## src/rtl/ovl_pkg.sv

```systemverilog
package ovl_pkg;

    // register select codes of the write port
    typedef enum logic [1:0] {
        SEL_CTRL  = 2'd0,
        SEL_LEN   = 2'd1,
        SEL_CODE0 = 2'd2,
        SEL_CODE1 = 2'd3
    } ovl_sel_e;

    // control register bit positions
    localparam int unsigned CTRL_EN_BIT  = 0;
    localparam int unsigned CTRL_CLR_BIT = 1;

    // number of overlay codes held by the unit
    localparam int unsigned NUM_CODES = 2;

endpackage

```

## src/rtl/ovl_code_store.sv

```systemverilog
module ovl_code_store #(
    parameter int unsigned DATA_W     = 32,
    parameter int unsigned WORD_BITS  = 20,
    parameter int unsigned NWORDS     = 13,
    parameter int unsigned ADDR_W     = 4,
    parameter int unsigned STROBE_BIT = 31,
    parameter int unsigned IDX_W      = 8
) (
    input  logic              clk,
    input  logic              rst_n,
    input  logic              wr_i,
    input  logic [DATA_W-1:0] wdata_i,
    input  logic [IDX_W-1:0]  rd_idx_i,
    output logic              rd_bit_o
);

    localparam int unsigned STORE_W = NWORDS * WORD_BITS;
    localparam int unsigned RD_W    = $clog2(STORE_W);

    logic [STORE_W-1:0] mem_d, mem_q;
    logic [ADDR_W-1:0]  waddr;
    logic [RD_W-1:0]    ridx;

    assign waddr = wdata_i[WORD_BITS +: ADDR_W];
    assign ridx  = RD_W'(rd_idx_i);

    always_comb begin
        mem_d = mem_q;
        if (wr_i && wdata_i[STROBE_BIT] && (int'(waddr) < int'(NWORDS))) begin
            mem_d[waddr * WORD_BITS +: WORD_BITS] = wdata_i[WORD_BITS-1:0];
        end
    end

    always_ff @(posedge clk or negedge rst_n) begin
        if (!rst_n) begin
            mem_q <= '0;
        end else begin
            mem_q <= mem_d;
        end
    end

    assign rd_bit_o = mem_q[ridx];

endmodule

```

## src/rtl/ovl_index.sv

```systemverilog
module ovl_index #(
    parameter int unsigned IDX_W = 8
) (
    input  logic             clk,
    input  logic             rst_n,
    input  logic             clr_i,
    input  logic             adv_i,
    input  logic [IDX_W-1:0] last_i,
    output logic [IDX_W-1:0] idx_o
);

    logic [IDX_W-1:0] idx_d, idx_q;

    always_comb begin
        idx_d = idx_q;
        if (clr_i) begin
            idx_d = '0;
        end else if (adv_i) begin
            idx_d = (idx_q >= last_i) ? '0 : idx_q + 1'b1;
        end
    end

    always_ff @(posedge clk or negedge rst_n) begin
        if (!rst_n) begin
            idx_q <= '0;
        end else begin
            idx_q <= idx_d;
        end
    end

    assign idx_o = idx_q;

endmodule

```

## src/rtl/ovl_overlay_unit.sv

```systemverilog
module ovl_overlay_unit #(
    parameter int unsigned DATA_W     = 32,
    parameter int unsigned LEN_W      = 8,
    parameter int unsigned WORD_BITS  = 20,
    parameter int unsigned STROBE_BIT = 31
) (
    input  logic              clk,
    input  logic              rst_n,
    input  logic              wr_en_i,
    input  logic [1:0]        wr_sel_i,
    input  logic [DATA_W-1:0] wr_data_i,
    input  logic              epoch_i,
    output logic              ovl_en_o,
    output logic              ovl_sgn0_o,
    output logic              ovl_sgn1_o
);
    import ovl_pkg::*;

    localparam int unsigned MAX_LEN  = 1 << LEN_W;
    localparam int unsigned NWORDS   = (MAX_LEN + WORD_BITS - 1) / WORD_BITS;
    localparam int unsigned ADDR_W   = $clog2(NWORDS);
    localparam int unsigned LEN1_LSB = 8;

    typedef struct packed {
        logic                           en;
        logic [NUM_CODES-1:0][LEN_W-1:0] last;
        logic [NUM_CODES-1:0]            sgn;
    } state_t;

    state_t st_d, st_q;

    logic                             ctrl_wr, len_wr, clr, adv;
    logic [NUM_CODES-1:0]             code_wr;
    logic [NUM_CODES-1:0]             code_bit;
    logic [NUM_CODES-1:0][LEN_W-1:0]  idx;

    assign ctrl_wr = wr_en_i && (wr_sel_i == SEL_CTRL);
    assign len_wr  = wr_en_i && (wr_sel_i == SEL_LEN);
    assign clr     = ctrl_wr && wr_data_i[CTRL_CLR_BIT];
    assign adv     = epoch_i && st_q.en;

    for (genvar g = 0; g < NUM_CODES; g++) begin : g_code
        assign code_wr[g] = wr_en_i && (wr_sel_i == 2'(int'(SEL_CODE0) + g));

        ovl_code_store #(
            .DATA_W     (DATA_W),
            .WORD_BITS  (WORD_BITS),
            .NWORDS     (NWORDS),
            .ADDR_W     (ADDR_W),
            .STROBE_BIT (STROBE_BIT),
            .IDX_W      (LEN_W)
        ) i_store (
            .clk      (clk),
            .rst_n    (rst_n),
            .wr_i     (code_wr[g]),
            .wdata_i  (wr_data_i),
            .rd_idx_i (idx[g]),
            .rd_bit_o (code_bit[g])
        );

        ovl_index #(
            .IDX_W (LEN_W)
        ) i_index (
            .clk    (clk),
            .rst_n  (rst_n),
            .clr_i  (clr),
            .adv_i  (adv),
            .last_i (st_q.last[g]),
            .idx_o  (idx[g])
        );
    end

    always_comb begin
        st_d = st_q;
        if (len_wr) begin
            st_d.last[0] = wr_data_i[LEN_W-1:0];
            st_d.last[1] = wr_data_i[LEN1_LSB +: LEN_W];
        end
        if (adv) begin
            st_d.sgn = code_bit;
        end
        if (ctrl_wr) begin
            st_d.en = wr_data_i[CTRL_EN_BIT];
            if (clr) begin
                st_d.sgn = '0;
            end
        end
        if (!st_d.en) begin
            st_d.sgn = '0;
        end
    end

    always_ff @(posedge clk or negedge rst_n) begin
        if (!rst_n) begin
            st_q <= '0;
        end else begin
            st_q <= st_d;
        end
    end

    assign ovl_en_o   = st_q.en;
    assign ovl_sgn0_o = st_q.sgn[0];
    assign ovl_sgn1_o = st_q.sgn[1];

endmodule

```

## config.mk

```make
export PLATFORM = sky130hd
export DESIGN_NAME = ovl_overlay_unit
export DESIGN_NICKNAME = d
export VERILOG_FILES = /design/src/rtl/ovl_pkg.sv /design/src/rtl/ovl_code_store.sv /design/src/rtl/ovl_index.sv /design/src/rtl/ovl_overlay_unit.sv
export SDC_FILE = /design/constraint.sdc
export NUM_CORES = 1
export LEC_CHECK = 0
export CORE_UTILIZATION = 50
export CTS_BUF_LIST = sky130_fd_sc_hd__clkbuf_2
export CTS_CLUSTER_SIZE = 24
export DETAILED_ROUTE_END_ITERATION = 10
export PLACE_DENSITY_LB_ADDON = 0.12
export REMOVE_ABC_BUFFERS = 1
export SYNTH_ARGS = -nofsm -noshare
export SYNTH_HDL_FRONTEND = slang
export SYNTH_SLANG_ARGS = --single-unit
```

## constraint.sdc

```tcl
create_clock -name clk -period 5.3 [get_ports clk]
set_clock_uncertainty 0.15 [all_clocks]
set_input_delay 1.59 -clock clk [delete_from_list [all_inputs] [get_ports clk]]
set_output_delay 1.59 -clock clk [all_outputs]
set_load 0.05 [all_outputs]
```

Word-level counts from Yosys, hierarchy flattened
Cells that the tools add are included.
{ "op_classes": {"add_sub_neg": 3, "multipliers": 1, "n_lt_le_gt_ge": 5, "eq_ne": 3, "shifts": 2, "mux": 17, "reduce_logical": 12} }
{ "ops": {"columns": ["cell", "count"], "rows": [
  ["$bwmux 260", 2],
  ["$shift 20x34->260 const A", 1],
  ["$shiftx 20x34->260", 1],
  ["$mux 8", 6],
  ["$neg 9->34", 1],
  ["$lt 8x10->1 const B", 2],
  ["$add 8x1->8 const B", 2],
  ["$bmux 1 s8", 2],
  ["$ge 8x8->1", 2],
  ["$logic_and 1x1->1", 10],
  ["$mux 2", 4],
  ["$mul 4x3->7 const B", 1],
  ["$eq 2x2->1 const B", 2],
  ["$lt 4x4->1 const B", 1],
  ["$mux 1", 3],
  ["$eq 2x1->1 const B", 1],
  ["$logic_not 2->1", 1],
  ["$reduce_bool 2->1", 1]
]} }
{ "totals": {"register_bits": 555, "input_bits": 38, "out_inout_bits": 3, "elab_cells": 51} }

Longest topological paths before layout
Gate-level depths: netlist of the first run.
{ "depth": {"word_depth": 6, "ltp_mapped": 14, "depth_no_buf": 12} }

By module
Synthesis of the first run repeated with hierarchy kept, for this count alone.
{ "unflattened": {"cells_unflattened": 2606, "hier_area_um2": 30543.0} }
{ "modules_own_cells": {"columns": ["module", "n_inst", "cells_per_inst", "area_each_um2"], "rows": [
  ["ovl_code_store (g_code[1].i_store)", 1, 1220, 14503.9],
  ["ovl_code_store (g_code[0].i_store)", 1, 1192, 14005.9],
  ["ovl_index", 2, 69, 608.1],
  ["ovl_overlay_unit", 1, 56, 817.0]
]} }

Worst setup path before layout of the first run
OpenSTA, ideal clock, no wires.
{ "synth_path": {"path_type": "input to register", "start": "input port wr_data_i[21]", "end": "register g_code[1].i_store.mem_q[140]", "setup_ns": 0.125, "arrival_ns": 4.965, "required_time_ns": 5.025, "setup_slack_ns": 0.060, "stages": 13, "path_buffers": 3, "cell_sequence": "ha_1 > ha_1 > fa_1 > clkbuf_1 > or3_1 > nor3_1 > ha_1 > clkbuf_1 > clkbuf_1 > nand2_1 > o32a_1 > nor2_1 > mux2_2"} }
{ "synth_between": {"elab_chain_len": 4, "elab_cells_between_ends": 7, "classes_between": "1 x add/sub; 1 x mul; 1 x order compare; 2 x shift; 1 x mux; 1 x reduce/logical"} }
{ "synth_rtl": {"columns": ["item", "line", "text"], "rows": [
  ["start, declared", "ovl_overlay_unit.sv:11", "input logic [DATA_W-1:0] wr_data_i,"],
  ["$mul 4x3->7", "ovl_code_store.sv:30", "mem_d[waddr * WORD_BITS +: WORD_BITS] = wdata_i[WORD_BITS-1:0];"],
  ["$neg 9->34", "ovl_code_store.sv:30", null],
  ["$shiftx 20x34->260 or $shift 20x34->260 (tied branches)", "ovl_code_store.sv:30", null],
  ["$bwmux 260", "ovl_code_store.sv:30", null],
  ["end signal, assigned", "ovl_code_store.sv:38", "mem_q <= mem_d;"],
  ["end, declared", "ovl_code_store.sv:20", "logic [STORE_W-1:0] mem_d, mem_q;"]
]} }
Several ways; a longest one is shown, not always the timed one.
A chain may end at the register's enable or synchronous reset.

Worst setup path in the final report of the first run
{ "layout_path": {"start": "input port wr_data_i[21]", "end": "register g_code[1].i_store.mem_q[185]"} }
The elaborated chain is that of the path after synthesis.

==> results of run 1 <==
layout make-up:
type	count	area (um^2)	share of cell area (%)
clock inverters	32	221.5	0.6753
well taps	748	935.9	2.854
diodes	2	5.005	0.01526
multi-input cells	1541	13950	42.54
inverters	43	161.4	0.4922
clock buffers	222	1111	3.388
repair buffers	319	2708	8.256
flip-flops and latches	547	13700	41.78
report_power, final:
group	internal [mW]	switching [mW]	leakage (nW)	total, mW
Sequential	4.46	0.531	7.51	4.99
Clock	1.22	1.81	1.02	3.03
Combinational	1.37	1.96	7.38	3.34
Total	7.05	4.31	15.9	11.4
cell usage in the layout, fill, tap and decap left out, types with 20 or more instances in the layout:
| master | instances |
|---|---|
| dfrtp_1 | 543 |
| mux2_2 | 516 |
| buf_4 | 268 |
| clkbuf_2 | 222 |
| nor2_1 | 170 |
| nand2_1 | 167 |
| mux4_2 | 122 |
| a21oi_1 | 56 |
| o21ai_0 | 49 |
| mux2i_1 | 49 |
| inv_1 | 40 |
| and2_1 | 40 |
| o22ai_1 | 40 |
| nor3_1 | 37 |
| a22oi_1 | 33 |
| clkdlybuf4s50_1 | 32 |
| nand3_1 | 28 |
| ha_1 | 26 |
| clkinv_1 | 20 |
routing by layer:
metal,vias to the layer above,track usage [%],routed length (um)
met2,907,48.64,40470
met5,-,0,24
met4,4,14.78,3812
met3,199,8.090,7531
li1,9127,-,-
met1,10839,45.69,38790
final timing paths:
check / from / to / depth (start not counted)
setup / recovery: wr_data_i[21] / g_code[1].i_store.mem_q[185] / 11
hold / removal: rst_n / g_code[1].i_store.mem_q[135] / 1
setup reg to reg: g_code[1].i_index.idx_o[2] / ovl_sgn1_o / 7
hold reg to reg: g_code[1].i_store.mem_q[199] / g_code[1].i_store.mem_q[199] / 1
max in group asynchronous: rst_n / g_code[1].i_store.mem_q[171] / 2
min in group clk: g_code[1].i_store.mem_q[199] / g_code[1].i_store.mem_q[199] / 1
cells in the mapped netlist, types with 4 or more instances:
master    number  area, um^2
xnor2_1        7       61.31
o22ai_1       40       250.2
buf_1         11       41.29
mux4_2       122        2748
a31oi_1        6       37.54
mux2_2       516        5811
inv_1         40       150.1
a32oi_1        8       70.07
buf_2         19       95.09
a311oi_1       5       43.79
or3_1          7       43.79
nand4_1        9       56.30
dfrtp_1      547       13690
a22oi_1       33       247.7
nor3_1        37       185.2
o21ai_0       49       245.2
nor2_2         4       25.02
a21oi_1       56       280.3
and2_1        40       250.2
a221oi_1       4       35.03
a211oi_1       6       45.04
nor2b_1        6       37.54
o311ai_0       4       35.03
o221ai_1       5       43.79
and3_1        10       62.56
nand2b_1      17       106.4
nor2_1       170       638.1
nor4_1         6       37.54
a32o_1         4       40.04
a21o_1         8       60.06
mux2_1         9       101.4
o21a_1        10       75.07
buf_4          5       37.54
ha_1          26       325.3
clkbuf_1      75       281.5
o22a_1         7       61.31
nand2_1      167       626.9
a22o_1        10       87.58
mux2i_1       49       490.5
nand3_1       28       140.1
or2_2         10       62.56
kinds of logic (layout without fill, tap and decap cells):
kind of cell,count (synthesis),after routing,share of synthesized area [%]
muxes,696,696,32.43
DFF,547,547,48.52
and+or+nand+nor,526,526,8.528
AOI/OAI and AO/OA,282,282,6.755
buffers and inverters,154,616,2.204
adders and majority gates,27,27,1.224
xor gates and xnor gates,10,10,0.3371
other,0,2,0
flip-flops by register name, summed over array words and instances (netlist names):
name	flops
g_code.i_index.idx_o	16
ovl_sgn0_o	1
ovl_sgn1_o	1
g_code.i_store.mem_q	512
st_q	16
ovl_en_o	1
critical path, delay by kind of cell:
family | cells | cell delay [ns]
muxes | 1 | 0.35
adders and majority gates | 4 | 1.34
and+or+nand+nor | 5 | 1.94
buffers and inverters | 1 | 0.43
stage by stage:
stage	cells	utilization [%]	TNS (ns)	power, mW	instance area, um^2
floorplan	2131	-	-16.48	6.685	27750
global placement	3198	56.77	-89.28	8.307	31460
detailed placement	3198	56.77	-105.54	8.358	31460
CTS	3452	59.17	0	11.41	32790
global route	3453	59.18	0	11.89	32790
finish	3454	59.18	0	11.36	32800
==> impl_metrics.json, run 1 <==
{
  "tightestPinTransition_ns": 1.076,
  "synth_area_um2": 28210,
  "cts_buffers": 147,
  "io_pins": 41,
  "drc": 0,
  "die_w_um": 239.5,
  "yosysUniqueCellTypes": 74,
  "routed_wl_um": 90630,
  "path_clk_slew_ns": 0.10,
  "clkLatencyLatePin_ns": 1.30,
  "syn2layout_area_growth_pct": 16.25,
  "vias": 21076,
  "setup_slack_ns": 0.6464,
  "numPortBuffers": 33,
  "drive_gt1_share_pct": 44.12,
  "required_ns": 6.31,
  "post_drt_wl_per_cell_um": 26.24,
  "synth_edf_count": 0,
  "slowest_stage": "nor2_1",
  "fin_crit_sh_pct": 87.80,
  "die_area_um2": 57380,
  "root_buffer": "clkbuf_2",
  "grt_overflow_total": 0,
  "cts_sinks": 547,
  "cts_setup_buffers": 0,
  "cts_resized": 0,
  "holdWs_ns": 0.1737,
  "cp_data_arrival_time_ns": 5.66,
  "path_cells": "clkdlybuf4s50_1, ha_1, ha_1, fa_1, or3_1, nor3_1, ha_1, nand3_1, nor2_1, nand2_1, mux2_2",
  "grt_first_pass_wirelength_um": 137100,
  "ys_seq_elements": 547,
  "die_h_um": 239.5,
  "path_common_cell": "ha_1",
  "vdd_ir_drop_max_mv": 0.5561,
  "ctsHtreeMaxLevel": 4,
  "cts_tree": "built",
  "cp_slowest_stage_delay_ns": 0.85,
  "fin_nets": 2664,
  "syn-instance-count": 2242,
  "first_global_vias": 21876,
  "drt-initial-drc-count": 2008,
  "hold_viol_final": 0,
  "r2r_slack_ns": 1.45,
  "via_per_inst": 6.102,
  "hold_class": "primary input to asynchronous set/reset pin",
  "core-area_um2": 55420,
  "avgSynthCellArea_um2": 12.58,
  "ant_nets": 0,
  "max_freq_mhz": 214.9,
  "hold_buffers": 0,
  "ys_seq_area_share_pct": 48.52,
  "rows": 86,
  "slew_viol_final": 0,
  "period_needed_ns": 4.654,
  "dp_slack_ns": -0.6091,
  "hpwl_um": 66520,
  "async_flop_share_pct": 100.0,
  "p_leak_nw": 15.91,
  "grt_max_degree": 108,
  "setup_viol": 0,
  "worst-setup-path-type": "primary input to flip-flop",
  "slew_headroom_pct": 27.98,
  "cp_max_fo": 6,
  "synth_flop_cell": "dfrtp_1",
  "startpoint_type": "primary input",
  "ys.warnings.count": 0,
  "rsz0062_at_grt": "false",
  "grtUsageTotal_pct": 32.86,
  "place.gp.congestion": 0.9603,
  "status": "complete, no violations",
  "dr.pass1.iters": 5,
  "antenna_found_initial": 4,
  "p_per_area_nw_per_um2": 346.4,
  "crit_path_end_kind": "flip-flop",
  "drv_cap": 0,
  "start_util_pct": 50.91,
  "clk_path_buf_depth": 3,
  "fill_cells": 4569
}
No activity file was read; power rests on OpenSTA's default activity.
==> run 2: changes to the inputs <==
--- a/config.mk
+++ b/config.mk
@@ -7,6 +7,7 @@
 export LEC_CHECK = 0
 export CORE_UTILIZATION = 50
 export CTS_BUF_LIST = sky130_fd_sc_hd__clkbuf_2
+export CTS_CLUSTER_DIAMETER = 50
 export CTS_CLUSTER_SIZE = 24
 export DETAILED_ROUTE_END_ITERATION = 10
 export PLACE_DENSITY_LB_ADDON = 0.12
==> impl_metrics.json, run 2 (same netlist as run 1, synthesis figures left out) <==
{
  "drive_gt1_share_pct": 41.66,
  "fin_tns_setup_ns": 0,
  "via_per_inst": 6.191,
  "cp_max_fo": 6,
  "p_per_area_nw_per_um2": 332.5,
  "slew_headroom_pct": 26.91,
  "grtUsageTotal_pct": 32.14,
  "regMostFlops": "g_code.i_store.mem_q",
  "place.gp.congestion": 0.9603,
  "fin_nets": 2576,
  "cts_setup_buffers": 0,
  "cts_tree": "built",
  "required_ns": 6.19,
  "tightestPinTransition_ns": 1.092,
  "placedCellCount": 3198,
  "numPortBuffers": 33,
  "hold_buffers": 0,
  "path_clk_slew_ns": 0.28,
  "max_freq_mhz": 210.0,
  "status": "complete, no violations",
  "fin_crit_sh_pct": 89.83,
  "worst-setup-path-type": "primary input to flip-flop",
  "grt_overflow_total": 0,
  "cp_slowest_stage_delay_ns": 0.86,
  "slew_viol_final": 0,
  "drc": 0,
  "drt-initial-drc-count": 2095,
  "drv_cap": 0,
  "clk_path_buf_depth": 3,
  "die_area_um2": 57380,
  "crit_path_end_kind": "flip-flop",
  "routed_wl_um": 89290,
  "die_w_um": 239.5,
  "crit_family": "simple AND/OR/NAND/NOR gates",
  "start_util_pct": 50.91,
  "path_common_cell": "ha_1",
  "io_pins": 41,
  "r2r_cells": 7,
  "vdd_ir_drop_max_mv": 0.5027,
  "period_needed_ns": 4.761,
  "setup_viol": 0,
  "hpwl_um": 66520,
  "holdWs_ns": 0.2486,
  "ant_nets": 0,
  "dp_slack_ns": -0.6091,
  "hold_viol_final": 0,
  "setup_slack_ns": 0.5391,
  "p_leak_nw": 15.38,
  "antenna_found_initial": 4,
  "cts_sinks": 547,
  "ctsHtreeMaxLevel": 2,
  "worst-path-stages": 11,
  "total_power_mw": 10.73,
  "clkLatencyLatePin_ns": 1.27,
  "post_drt_wl_per_cell_um": 26.99,
  "final_cells": 3308,
  "syn2layout_area_growth_pct": 14.44,
  "cp_data_arrival_time_ns": 5.65,
  "grt_max_degree": 108,
  "slowest_stage": "nor2_1",
  "cts_resized": 0,
  "grt_first_pass_wirelength_um": 135200,
  "largest_register_ff_count": 512,
  "dr.pass1.iters": 8,
  "die_h_um": 239.5,
  "vias": 20480,
  "first_global_vias": 21032,
  "final_cell_mix": "dfrtp_1 (543), mux2_2 (516), buf_4 (268), nor2_1 (170), nand2_1 (167)",
  "core-area_um2": 55420,
  "rsz0062_at_grt": "false",
  "rows": 86,
  "crit_buf_inv": 1,
  "mostFrequentLayoutCell": "dfrtp_1",
  "startpoint_type": "primary input",
  "hold_class": "primary input to asynchronous set/reset pin",
  "path_cells": "clkdlybuf4s50_1, ha_1, ha_1, fa_1, or3_1, nor3_1, ha_1, nand3_1, nor2_1, nand2_1, mux2_2",
  "cts_buffers": 59,
  "root_buffer": "clkbuf_2"
}
run 2: cell types whose count changed in the layout (fill, tap and decap cells not counted):
cell | previous run | this run
inv_8 | 1 | 4
clkinv_2 | 0 | 4
clkinvlp_4 | 3 | 9
clkinv_1 | 20 | 2
inv_12 | 0 | 1
bufinv_16 | 2 | 5
clkinv_8 | 0 | 3
clkbuf_2 | 222 | 64
diode_2 | 2 | 1
inv_6 | 2 | 12
clkinv_4 | 4 | 5
run 2: cell type report:
class | count | area [um^2]
inverter | 43 | 161.4
fill | 4546 | 23130
clock buffer | 64 | 320.3
antenna | 1 | 2.502
clock inverter | 45 | 504.2
tap | 748 | 935.9
sequential | 547 | 13700
timing repair buffer | 319 | 2708
multi-input combinational | 1541 | 13950
run 2: report_power, final:
| part | switching, mW | internal (mW) |
|---|---|---|
| Combinational | 1.96 | 1.37 |
| Clock | 1.68 | 0.711 |
| Sequential | 0.534 | 4.47 |
| Total | 4.18 | 6.55 |
run 2: worst reg2reg max path, stage by stage (launching register included):
cell and delay [ns]:
dfrtp_1 0.98, nand2_1 0.69, o22ai_1 0.45, o22ai_1 0.11, a2111oi_0 0.74, a211oi_1 0.13, a311o_1 0.37, o221ai_1 0.18
run 2: worst paths after layout:
path	slack, ns	to	from
max	0.54	g_code[1].i_store.mem_q[178]	wr_data_i[21]
min	0.25	g_code[0].i_store.mem_q[68]	rst_n
max reg2reg	1.53	ovl_sgn1_o	g_code[1].i_index.idx_o[2]
min reg2reg	0.37	g_code[1].i_store.mem_q[199]	g_code[1].i_store.mem_q[199]
max in group asynchronous	3.55	g_code[0].i_store.mem_q[242]	rst_n
min in group clk	0.37	g_code[1].i_store.mem_q[199]	g_code[1].i_store.mem_q[199]
run 2: metrics by stage:
stage	utilization (%)	cell area, um^2
4_1_cts	58.25	32280
6_report	58.26	32280
5_1_grt	58.26	32280
3_5_place_dp	56.77	31460
2_1_floorplan	-	27750
3_3_place_gp	56.77	31460
run 2: per-layer routing:
layer / global-route usage, % / vias to the layer above / share of wire (%)
met4: 11.07 / 0 / 3.9
met2: 48.94 / 787 / 45
met1: 46.39 / 10663 / 44
li1: - / 8862 / -
met3: 5.601 / 168 / 7.3
met5: 0 / - / 0
==> run 3: changes to the inputs <==
--- a/config.mk
+++ b/config.mk
@@ -12,6 +12,7 @@
 export DETAILED_ROUTE_END_ITERATION = 10
 export PLACE_DENSITY_LB_ADDON = 0.12
 export REMOVE_ABC_BUFFERS = 1
+export SETUP_SLACK_MARGIN = 0.15
 export SYNTH_ARGS = -nofsm -noshare
 export SYNTH_HDL_FRONTEND = slang
 export SYNTH_SLANG_ARGS = --single-unit
==> results of run 3 <==
Same layout as run 2: the final DEF is identical, and so are final timing and power.
